===== config.mk =====
export PLATFORM = sky130hd
export DESIGN_NAME = dag_top
export DESIGN_NICKNAME = d
export VERILOG_FILES = /design/src/rtl/dag_pkg.sv /design/src/rtl/dag_addr_calc.sv /design/src/rtl/dag_region_dec.sv /design/src/rtl/dag_top.sv
export SDC_FILE = /design/constraint.sdc
export NUM_CORES = 1
export LEC_CHECK = 0
export ABC_AREA = 1
export BUFFER_PORTS_ARGS = -buffer_cell sky130_fd_sc_hd__buf_2
export CORE_MARGIN = 2
export CORE_UTILIZATION = 57
export CTS_CLUSTER_SIZE = 8
export DETAILED_ROUTE_END_ITERATION = 8
export GPL_TIMING_DRIVEN = 0
export PLACE_DENSITY_LB_ADDON = 0.25
export SYNTH_ARGS = -nofsm -noshare
export SYNTH_HDL_FRONTEND = slang
export SYNTH_HIERARCHICAL = 1
export SYNTH_SLANG_ARGS = --single-unit

===== constraint.sdc =====
create_clock -name clk -period 10.3 [get_ports clk]
set_input_delay 1.545 -clock clk [delete_from_list [all_inputs] [get_ports clk]]
set_output_delay 1.545 -clock clk [all_outputs]
set_load 0.03 [all_outputs]

===== src/rtl/dag_pkg.sv =====
package dag_pkg;
    parameter int AW     = 16;
    parameter int DISP_W = 6;
    parameter int IDX_W  = 7;

    typedef enum logic [2:0] {
        AM_DIRECT  = 3'd0,
        AM_IND     = 3'd1,
        AM_DISP    = 3'd2,
        AM_PREDEC  = 3'd3,
        AM_POSTINC = 3'd4
    } am_mode_e;

    typedef enum logic [1:0] {
        PS_X   = 2'd0,
        PS_Y   = 2'd1,
        PS_Z   = 2'd2,
        PS_RSV = 2'd3
    } ptr_sel_e;

    typedef struct packed {
        logic              acc_vld;
        logic [AW-1:0]     eff_addr;
        logic              ptr_wb;
        logic [1:0]        ptr_wb_sel;
        logic [AW-1:0]     ptr_new;
        logic              sel_reg;
        logic              sel_io;
        logic              sel_sram;
        logic [IDX_W-1:0]  loc_idx;
        logic              out_of_range;
        logic              illegal;
    } dag_out_s;
endpackage


===== src/rtl/dag_addr_calc.sv =====
module dag_addr_calc
    import dag_pkg::*;
#(
    parameter int ADDR_W = AW,
    parameter int OFS_W  = DISP_W
) (
    input  logic [2:0]        mode,
    input  logic [1:0]        ptr_sel,
    input  logic [ADDR_W-1:0] dir_addr,
    input  logic [OFS_W-1:0]  disp,
    input  logic [ADDR_W-1:0] x_val,
    input  logic [ADDR_W-1:0] y_val,
    input  logic [ADDR_W-1:0] z_val,
    output logic [ADDR_W-1:0] addr,
    output logic [ADDR_W-1:0] ptr_upd,
    output logic              wb,
    output logic              bad
);
    localparam int PAD_W = ADDR_W - OFS_W;
    localparam logic [ADDR_W-1:0] ONE = {{(ADDR_W-1){1'b0}}, 1'b1};

    logic [ADDR_W-1:0] ptr;
    logic              ptr_ok;
    logic [ADDR_W-1:0] ofs_ext;

    assign ofs_ext = {{PAD_W{1'b0}}, disp};

    always_comb begin
        ptr_ok = 1'b1;
        unique case (ptr_sel)
            PS_X:    ptr = x_val;
            PS_Y:    ptr = y_val;
            PS_Z:    ptr = z_val;
            default: begin ptr = '0; ptr_ok = 1'b0; end
        endcase
    end

    always_comb begin
        addr    = '0;
        ptr_upd = '0;
        wb      = 1'b0;
        bad     = 1'b0;
        unique case (mode)
            AM_DIRECT: addr = dir_addr;
            AM_IND: begin
                addr = ptr;
                bad  = !ptr_ok;
            end
            AM_DISP: begin
                addr = ptr + ofs_ext;
                bad  = !ptr_ok || (ptr_sel == PS_X);
            end
            AM_PREDEC: begin
                addr    = ptr - ONE;
                ptr_upd = ptr - ONE;
                wb      = 1'b1;
                bad     = !ptr_ok;
            end
            AM_POSTINC: begin
                addr    = ptr;
                ptr_upd = ptr + ONE;
                wb      = 1'b1;
                bad     = !ptr_ok;
            end
            default: bad = 1'b1;
        endcase
    end
endmodule


===== src/rtl/dag_region_dec.sv =====
module dag_region_dec
    import dag_pkg::*;
#(
    parameter int ADDR_W   = AW,
    parameter int REG_CNT  = 32,
    parameter int IO_CNT   = 64,
    parameter int SRAM_CNT = 128,
    parameter int LIDX_W   = IDX_W
) (
    input  logic [ADDR_W-1:0] addr,
    output logic              in_reg,
    output logic              in_io,
    output logic              in_sram,
    output logic              oor,
    output logic [LIDX_W-1:0] idx
);
    localparam logic [ADDR_W-1:0] IO_BASE   = ADDR_W'(REG_CNT);
    localparam logic [ADDR_W-1:0] SRAM_BASE = ADDR_W'(REG_CNT + IO_CNT);
    localparam logic [ADDR_W-1:0] TOP_END   = ADDR_W'(REG_CNT + IO_CNT + SRAM_CNT);

    logic [LIDX_W-1:0] a_lo;
    assign a_lo = addr[LIDX_W-1:0];

    always_comb begin
        in_reg  = addr < IO_BASE;
        in_io   = !in_reg && (addr < SRAM_BASE);
        in_sram = (addr >= SRAM_BASE) && (addr < TOP_END);
        oor     = addr >= TOP_END;
        if (in_reg)
            idx = a_lo;
        else if (in_io)
            idx = a_lo - IO_BASE[LIDX_W-1:0];
        else if (in_sram)
            idx = a_lo - SRAM_BASE[LIDX_W-1:0];
        else
            idx = '0;
    end
endmodule


===== src/rtl/dag_top.sv =====
module dag_top
    import dag_pkg::*;
#(
    parameter int ADDR_W   = AW,
    parameter int OFS_W    = DISP_W,
    parameter int REG_CNT  = 32,
    parameter int IO_CNT   = 64,
    parameter int SRAM_CNT = 128
) (
    input  logic              clk,
    input  logic              rst_n,
    input  logic              acc_en,
    input  logic [2:0]        mode,
    input  logic [1:0]        ptr_sel,
    input  logic [ADDR_W-1:0] dir_addr,
    input  logic [OFS_W-1:0]  disp,
    input  logic [ADDR_W-1:0] x_val,
    input  logic [ADDR_W-1:0] y_val,
    input  logic [ADDR_W-1:0] z_val,
    output logic              acc_vld,
    output logic [ADDR_W-1:0] eff_addr,
    output logic              ptr_wb,
    output logic [1:0]        ptr_wb_sel,
    output logic [ADDR_W-1:0] ptr_new,
    output logic              sel_reg,
    output logic              sel_io,
    output logic              sel_sram,
    output logic [IDX_W-1:0]  loc_idx,
    output logic              out_of_range,
    output logic              illegal
);
    logic [ADDR_W-1:0] c_addr, c_ptr;
    logic              c_wb, c_bad;
    logic              r_reg, r_io, r_sram, r_oor;
    logic [IDX_W-1:0]  r_idx;
    dag_out_s          out_d, out_q;

    dag_addr_calc #(.ADDR_W(ADDR_W), .OFS_W(OFS_W)) u_calc (
        .mode(mode), .ptr_sel(ptr_sel), .dir_addr(dir_addr), .disp(disp),
        .x_val(x_val), .y_val(y_val), .z_val(z_val),
        .addr(c_addr), .ptr_upd(c_ptr), .wb(c_wb), .bad(c_bad)
    );

    dag_region_dec #(.ADDR_W(ADDR_W), .REG_CNT(REG_CNT), .IO_CNT(IO_CNT),
                     .SRAM_CNT(SRAM_CNT), .LIDX_W(IDX_W)) u_dec (
        .addr(c_addr), .in_reg(r_reg), .in_io(r_io), .in_sram(r_sram),
        .oor(r_oor), .idx(r_idx)
    );

    always_comb begin
        out_d = '0;
        if (acc_en) begin
            if (c_bad) begin
                out_d.illegal = 1'b1;
            end else begin
                out_d.acc_vld      = 1'b1;
                out_d.eff_addr     = c_addr;
                out_d.ptr_wb       = c_wb;
                out_d.ptr_wb_sel   = c_wb ? ptr_sel : 2'd0;
                out_d.ptr_new      = c_ptr;
                out_d.sel_reg      = r_reg;
                out_d.sel_io       = r_io;
                out_d.sel_sram     = r_sram;
                out_d.loc_idx      = r_idx;
                out_d.out_of_range = r_oor;
            end
        end
    end

    always_ff @(posedge clk) begin
        if (!rst_n) out_q <= '0;
        else        out_q <= out_d;
    end

    assign acc_vld      = out_q.acc_vld;
    assign eff_addr     = out_q.eff_addr;
    assign ptr_wb       = out_q.ptr_wb;
    assign ptr_wb_sel   = out_q.ptr_wb_sel;
    assign ptr_new      = out_q.ptr_new;
    assign sel_reg      = out_q.sel_reg;
    assign sel_io       = out_q.sel_io;
    assign sel_sram     = out_q.sel_sram;
    assign loc_idx      = out_q.loc_idx;
    assign out_of_range = out_q.out_of_range;
    assign illegal      = out_q.illegal;

    a_r6_illegal_quiet: assert property (@(posedge clk) disable iff (!rst_n)
        illegal |-> (!acc_vld && !ptr_wb && !sel_reg && !sel_io && !sel_sram && !out_of_range));
    a_r13_oor_no_region: assert property (@(posedge clk) disable iff (!rst_n)
        out_of_range |-> (!sel_reg && !sel_io && !sel_sram));
    a_r10_region_onehot: assert property (@(posedge clk) disable iff (!rst_n)
        $onehot0({sel_reg, sel_io, sel_sram, out_of_range}));
    a_r14_idle_quiet: assert property (@(posedge clk) disable iff (!rst_n)
        !acc_en |=> (!acc_vld && !ptr_wb && !illegal));
    a_r8_post_step: assert property (@(posedge clk) disable iff (!rst_n)
        (acc_vld && ptr_wb && (eff_addr + 16'd1 == ptr_new)) |-> !sel_reg || (eff_addr < 16'h0020));
    a_r12_sram_idx: assert property (@(posedge clk) disable iff (!rst_n)
        sel_sram |-> (eff_addr >= 16'h0060 && eff_addr <= 16'h00DF));
endmodule


# Word level (Yosys, flattened, before mapping)
# Cells that the tools add are included.
# op_classes
add_sub_neg	5
magnitude_cmp	5
n_eq_ne	6
muxes	12
bitwise_logic	3
reduce_logical	14
# op_table
op	n
16-bit one-hot mux with 4 select lines	1
16-bit one-hot mux with 3 select lines	1
47-bit 2-to-1 mux	1
16-bit one-hot mux with 2 select lines	1
7-bit 2-to-1 mux	3
16-bit by 1-bit adder with 16-bit output (second input constant)	1
16-bit by 6-bit adder with 16-bit output	1
16-bit by 7-bit >= comparator with 1-bit output (second input constant)	1
16-bit by 8-bit >= comparator with 1-bit output (second input constant)	1
16-bit by 6-bit < comparator with 1-bit output (second input constant)	1
16-bit by 7-bit < comparator with 1-bit output (second input constant)	1
16-bit by 8-bit < comparator with 1-bit output (second input constant)	1
16-bit by 1-bit subtractor with 16-bit output (second input constant)	1
3-bit OR reduction	3
7-bit by 6-bit subtractor with 7-bit output (second input constant)	1
7-bit subtractor (second input constant)	1
3-bit by 2-bit equality test with 1-bit output (second input constant)	2
2-bit OR reduction	2
4-bit OR reduction	1
3-bit by 1-bit equality test with 1-bit output (second input constant)	1
3-bit equality test (second input constant)	1
3-bit zero test	1
1-bit 2-to-1 mux	3
1-bit NOT	3
other kinds (9)	11
# totals
register_bits	48
output_inout_bits	48

# Longest topological paths before layout
# logic_depth
word_depth	10
mapped_depth	30

# Cells and area by module
# The synthesis kept the hierarchy.
# modules_own_cells
mod	instances	cells_each	area_per_inst_um2	seq_area_each_um2
dag_addr_calc	1	430	2341.0	0.0
dag_top	1	149	1483.9	960.9
dag_region_dec	1	61	287.8	0.0

# Worst setup path after synthesis
# No wires, ideal clock.
# synth_path
kind	input port to flip-flop
startpoint	input port ptr_sel[1]
endpoint	register out_q (netlist bit loc_idx[6])
setup_ns	0.062
arrival_ns	4.440
required_time_ns	10.238
path_slack_ns	5.798
cell_stages	27
path_buffers	2
cell_sequence	inv_1 -> ha_1 -> buf_6 -> buf_6 -> nand2_1 -> nand3_2 -> nand2_4 -> inv_1 -> ha_1 -> inv_1 -> fa_1 -> inv_1 -> nand4_1 -> nand3_1 -> xor2_1 -> o211ai_1 -> ha_1 -> nand2_1 -> nor2_1 -> nand2_1 -> nand2_1 -> nand2_2 -> nand2_1 -> nand2_1 -> nor2_2 -> inv_1 -> nor2_2
# synth_via
elab_chain_cells	9
# synth_rtl
element	line_no	source
from (decl)	dag_top.sv:14	input logic [1:0] ptr_sel,
2-bit equality test (tied with other cells)	dag_addr_calc.sv:30	unique case (ptr_sel)
16-bit one-hot mux with 3 select lines (*)	dag_addr_calc.sv:30	
16-bit by 1-bit subtractor with 16-bit output / 16-bit by 6-bit adder with 16-bit output (equally long branches)	dag_addr_calc.sv:54, dag_addr_calc.sv:50	
16-bit one-hot mux with 4 select lines (*)	dag_addr_calc.sv:43	unique case (mode)
net c_addr[6]	dag_top.sv:32	logic [ADDR_W-1:0] c_addr, c_ptr;
16-bit by 7-bit >= comparator with 1-bit output (tied with other cells)	dag_region_dec.sv:27	in_sram = (addr >= SRAM_BASE) && (addr < TOP_END);
1-bit logical AND / 1-bit zero test (equally long branches)	dag_region_dec.sv:27, dag_region_dec.sv:26	
7-bit 2-to-1 mux / 1-bit logical AND (equally long branches)	dag_region_dec.sv:33, dag_region_dec.sv:26	
7-bit 2-to-1 mux	dag_region_dec.sv:31	else if (in_io)
7-bit 2-to-1 mux (*)	dag_region_dec.sv:29	if (in_reg)
net r_idx[6]	dag_top.sv:35	logic [IDX_W-1:0] r_idx;
to (signal assigned)	dag_top.sv:72	else out_q <= out_d;
to (decl)	dag_top.sv:36	dag_out_s out_d, out_q;
# Mark *: on every way through the listed nets, which the timed path passes. The rest lies on a longest branch.
# A chain may end at the register's enable or synchronous reset.

# Worst setup path in the final report
# layout_path
startpoint	input port ptr_sel[0]
endpoint	register out_q (netlist bit loc_idx[6])
# Same word-level chain as after synthesis.

==> run summary <==
The ratio of routed vias to standard cells is 5.292. The hold violation count in the final report came out at 0. The tree is rooted in a clkbuf_8. In this run the worst setup path terminates at loc_idx[6]. The critical path starts at ptr_sel[0]. The number of nets in the final layout came out at 865. The setup path with the least slack is of type in -> reg. The min-delay analysis places its worst path in the category in -> reg. Counting flops and latches in the post-synthesis netlist gives 48. The delay of the slowest cell on the worst path came out at around 0.53 ns. The die area is 7910 um^2.

The async set-reset flop share out of synthesis is 0%. A synthesized cell averages approximately 6.4 um^2. After floorplanning, the core was divided into 30 placement rows.

Grouping stages by cell kind, the critical path spends the most delay in simple AND/OR/NAND/NOR gates. The pre-antenna-repair detailed-routing pass consisted of 6 iterations. 0 antenna diodes ended up in the layout.

After clock tree synthesis, the clock-pin slew on the worst setup and hold paths is 0.10 ns. The number of remaining DRC errors is 0. For this configuration, the core starts out at a cell density of 59.55%. The overall via count from detail_route came out at 4,599.

The violation count after the first detailed-route iteration is 413. For this block, the routed nets add up to 12,280 um of wire. The fraction of the yosys area taken by sequential cells came out at 23.36%. The synthesized design spends more area on one cell type than any other, namely dfxtp_1. The global route total overflow is 0. The analysis attributes to cell leakage a power of 2.590 nW. The number of different library cells used by synthesis comes to 43.

The synthesized netlist cell count is 640. The required time of the critical path came out at ~11 ns. The number of ports placed on the die boundary is 126.

The final setup violation count is 0. The power density relative to cell area came out at 102.0 nW/um^2. The maximum clock insertion buffer count came out at 2. The count of flip-flops with a built-in enable after synthesis came out at 0. The worst pin sits at a relative slew slack of 53.99%.

The global-route wire length before repair is approximately 20,000 um. The predominant post-synthesis flop cell is dfxtp_1. For this design, the CTS-stage hold fixing added 0 buffers. The met2 track utilization from global routing came out at 57.73%.

By instance count, the cell type seen most on the critical path is nand2_1. Setup repair after global routing left no endpoint under its margin. Summing every instance area after synthesis gives 4113 um^2. The initial antenna violation count is 0.

The measured slew at the worst slew-check pin came out at 0.6877 ns. The number of global-route vias before repair was 4,444. The total stage count of the critical path came out at 28. Port buffering added 125 buffers. Once detail routing completed, the nets flagged for antenna violations numbered 0. The CTS sink count came out at between 40 and 50. The largest individual stage delay along the critical path comes from the cell o211ai_1. The HPWL reported at the end of detailed placement came out at 10,060 um. The final-report max-slew violation count is 0. The die is approximately 89 um wide. The post-CTS setup buffer count is 0. In the final routed layout, each cell accounts on average for 14.13 um. The met1 track utilization from global routing is 40.09%. The number of max-cap violations is 0.

The area growth from synthesis to layout is 20.50%. In the post-synthesis netlist, the biggest area contributors are dfxtp_1 23%, nand2_1 14%, inv_1 8.8%. The layer flagged by global routing as most heavily used is met2. The fraction of synthesized cell area taken by the top area cell type came out at a little under a quarter. The accumulated negative setup slack came out at 0 ns.

The net count after synthesis is 733. The pin count of the biggest net entering global routing came out at 16. STA classifies the critical path startpoint as a primary input.

The maximum frequency from static timing analysis is 0.1989 GHz. Routability-driven placement finished with a final weighted congestion of 0.9319. The run finished with clean final reports. The worst-path maximum fanout is 10. The library cells used most frequently in the layout, excluding fill and tap cells, are 152 x nand2_1, 130 x buf_2, 96 x inv_1, 69 x nand3_1, 52 x nor2_1. In the global route stage, met3 resource usage came out at 5.633%. Leaving out fill and tap cells, the most frequent cell in the layout is nand2_1.

The worst setup path is captured at a flip-flop. The overall power of the completed layout came out at slightly above 500 uW. The share of the clock period used by the worst path is 48.82%.

The fraction of final layout cells sized beyond drive strength 1 came out at roughly 35%. During synthesis, Yosys emitted a total of 6 warnings. In the global route stage, overall resource usage came out at 32.47%. The die height is 88.94 um. The number of gates resized after CTS was 0. The peak ir drop on the vdd network came out at 0.06986 mV. TritonCTS built the clock tree. The number of buffers created by CTS is 5. The total buffers and inverters traversed by the critical path came out at 8. The fill cell total of the finished layout is between 600 and 700. The routed design could run at a clock period as short as 5.028 ns.

The standard cell core area came out at 6907 um^2. The number of H-tree levels is 2. The arrival time at the worst endpoint is 5.28 ns.
kinds of logic after synthesis:
group                    synth area share (%)
XOR/XNOR                               0.8520
buffers and inverters                   13.57
adder cells (fa/ha/maj)                 4.746
flip-flops                              23.36
AO/OA/AOI/OAI                           8.001
AND/OR/NAND/NOR                         49.47
worst min-delay path by stage:
stage	startpoint	endpoint	slack [ns]	cells after the start
2_1_floorplan	ptr_sel[0]	ptr_wb_sel[0]	1.67	2
3_3_place_gp	ptr_sel[1]	ptr_wb_sel[1]	1.83	3
3_5_place_dp	ptr_sel[1]	ptr_wb_sel[1]	1.84	3
4_1_cts	ptr_sel[1]	ptr_wb_sel[1]	1.52	3
5_1_grt	ptr_sel[1]	ptr_wb_sel[1]	1.54	3
6_report	ptr_sel[1]	ptr_wb_sel[1]	1.53	3
Yosys cell counts (all sizes together), types with 2 or more instances:
cell,number
a21oi,5
a22oi,10
and2,2
buf,16
dfxtp,48
ha,14
inv,109
nand2,180
nand3,85
nand4,11
nor2,107
nor3,6
o2111ai,4
o211ai,4
o21ai,22
or2,3
xor2,3
cell type report:
| type | count | area [um^2] | area share, % |
|---|---|---|---|
| multi-input combinational | 466 | 2594 | 52.34 |
| sequential | 48 | 960.9 | 19.39 |
| timing repair buffer | 125 | 625.6 | 12.62 |
| inverter | 109 | 409.1 | 8.255 |
| buffer | 17 | 148.9 | 3.004 |
| tap | 96 | 120.1 | 2.424 |
| clock buffer | 6 | 82.58 | 1.666 |
| clock inverter | 2 | 15.01 | 0.3030 |
metal layers:
metal  routed length, um  vias to the layer above
met5                   0                        -
met4                 277                        0
met3                 929                       26
met2                5973                      210
met1                5098                     2089
li1                    -                     2274
power breakdown:
part | total (mW) | switching, mW | leakage, nW | internal [mW]
clock | 0.121 | 0.0662 | 0.0434 | 0.0544
combinational | 0.195 | 0.132 | 2.16 | 0.0633
sequential | 0.190 | 0.000830 | 0.388 | 0.189
total | 0.506 | 0.199 | 2.59 | 0.307
stage by stage:
| stage | cell area (um^2) | utilization, % | worst slack (ns) | instances | hold slack [ns] |
|---|---|---|---|---|---|
| floorplan | 4113 | - | 5.798 | 640 | 1.665 |
| global route | 4956 | 71.76 | 4.887 | 869 | 1.545 |
| global placement | 4858 | 70.34 | 5.135 | 861 | 1.829 |
| detailed placement | 4858 | 70.34 | 4.997 | 861 | 1.842 |
| CTS | 4956 | 71.76 | 5.332 | 869 | 1.518 |
| finish | 4956 | 71.76 | 5.272 | 869 | 1.527 |
Power figures use the tool's default switching activity.
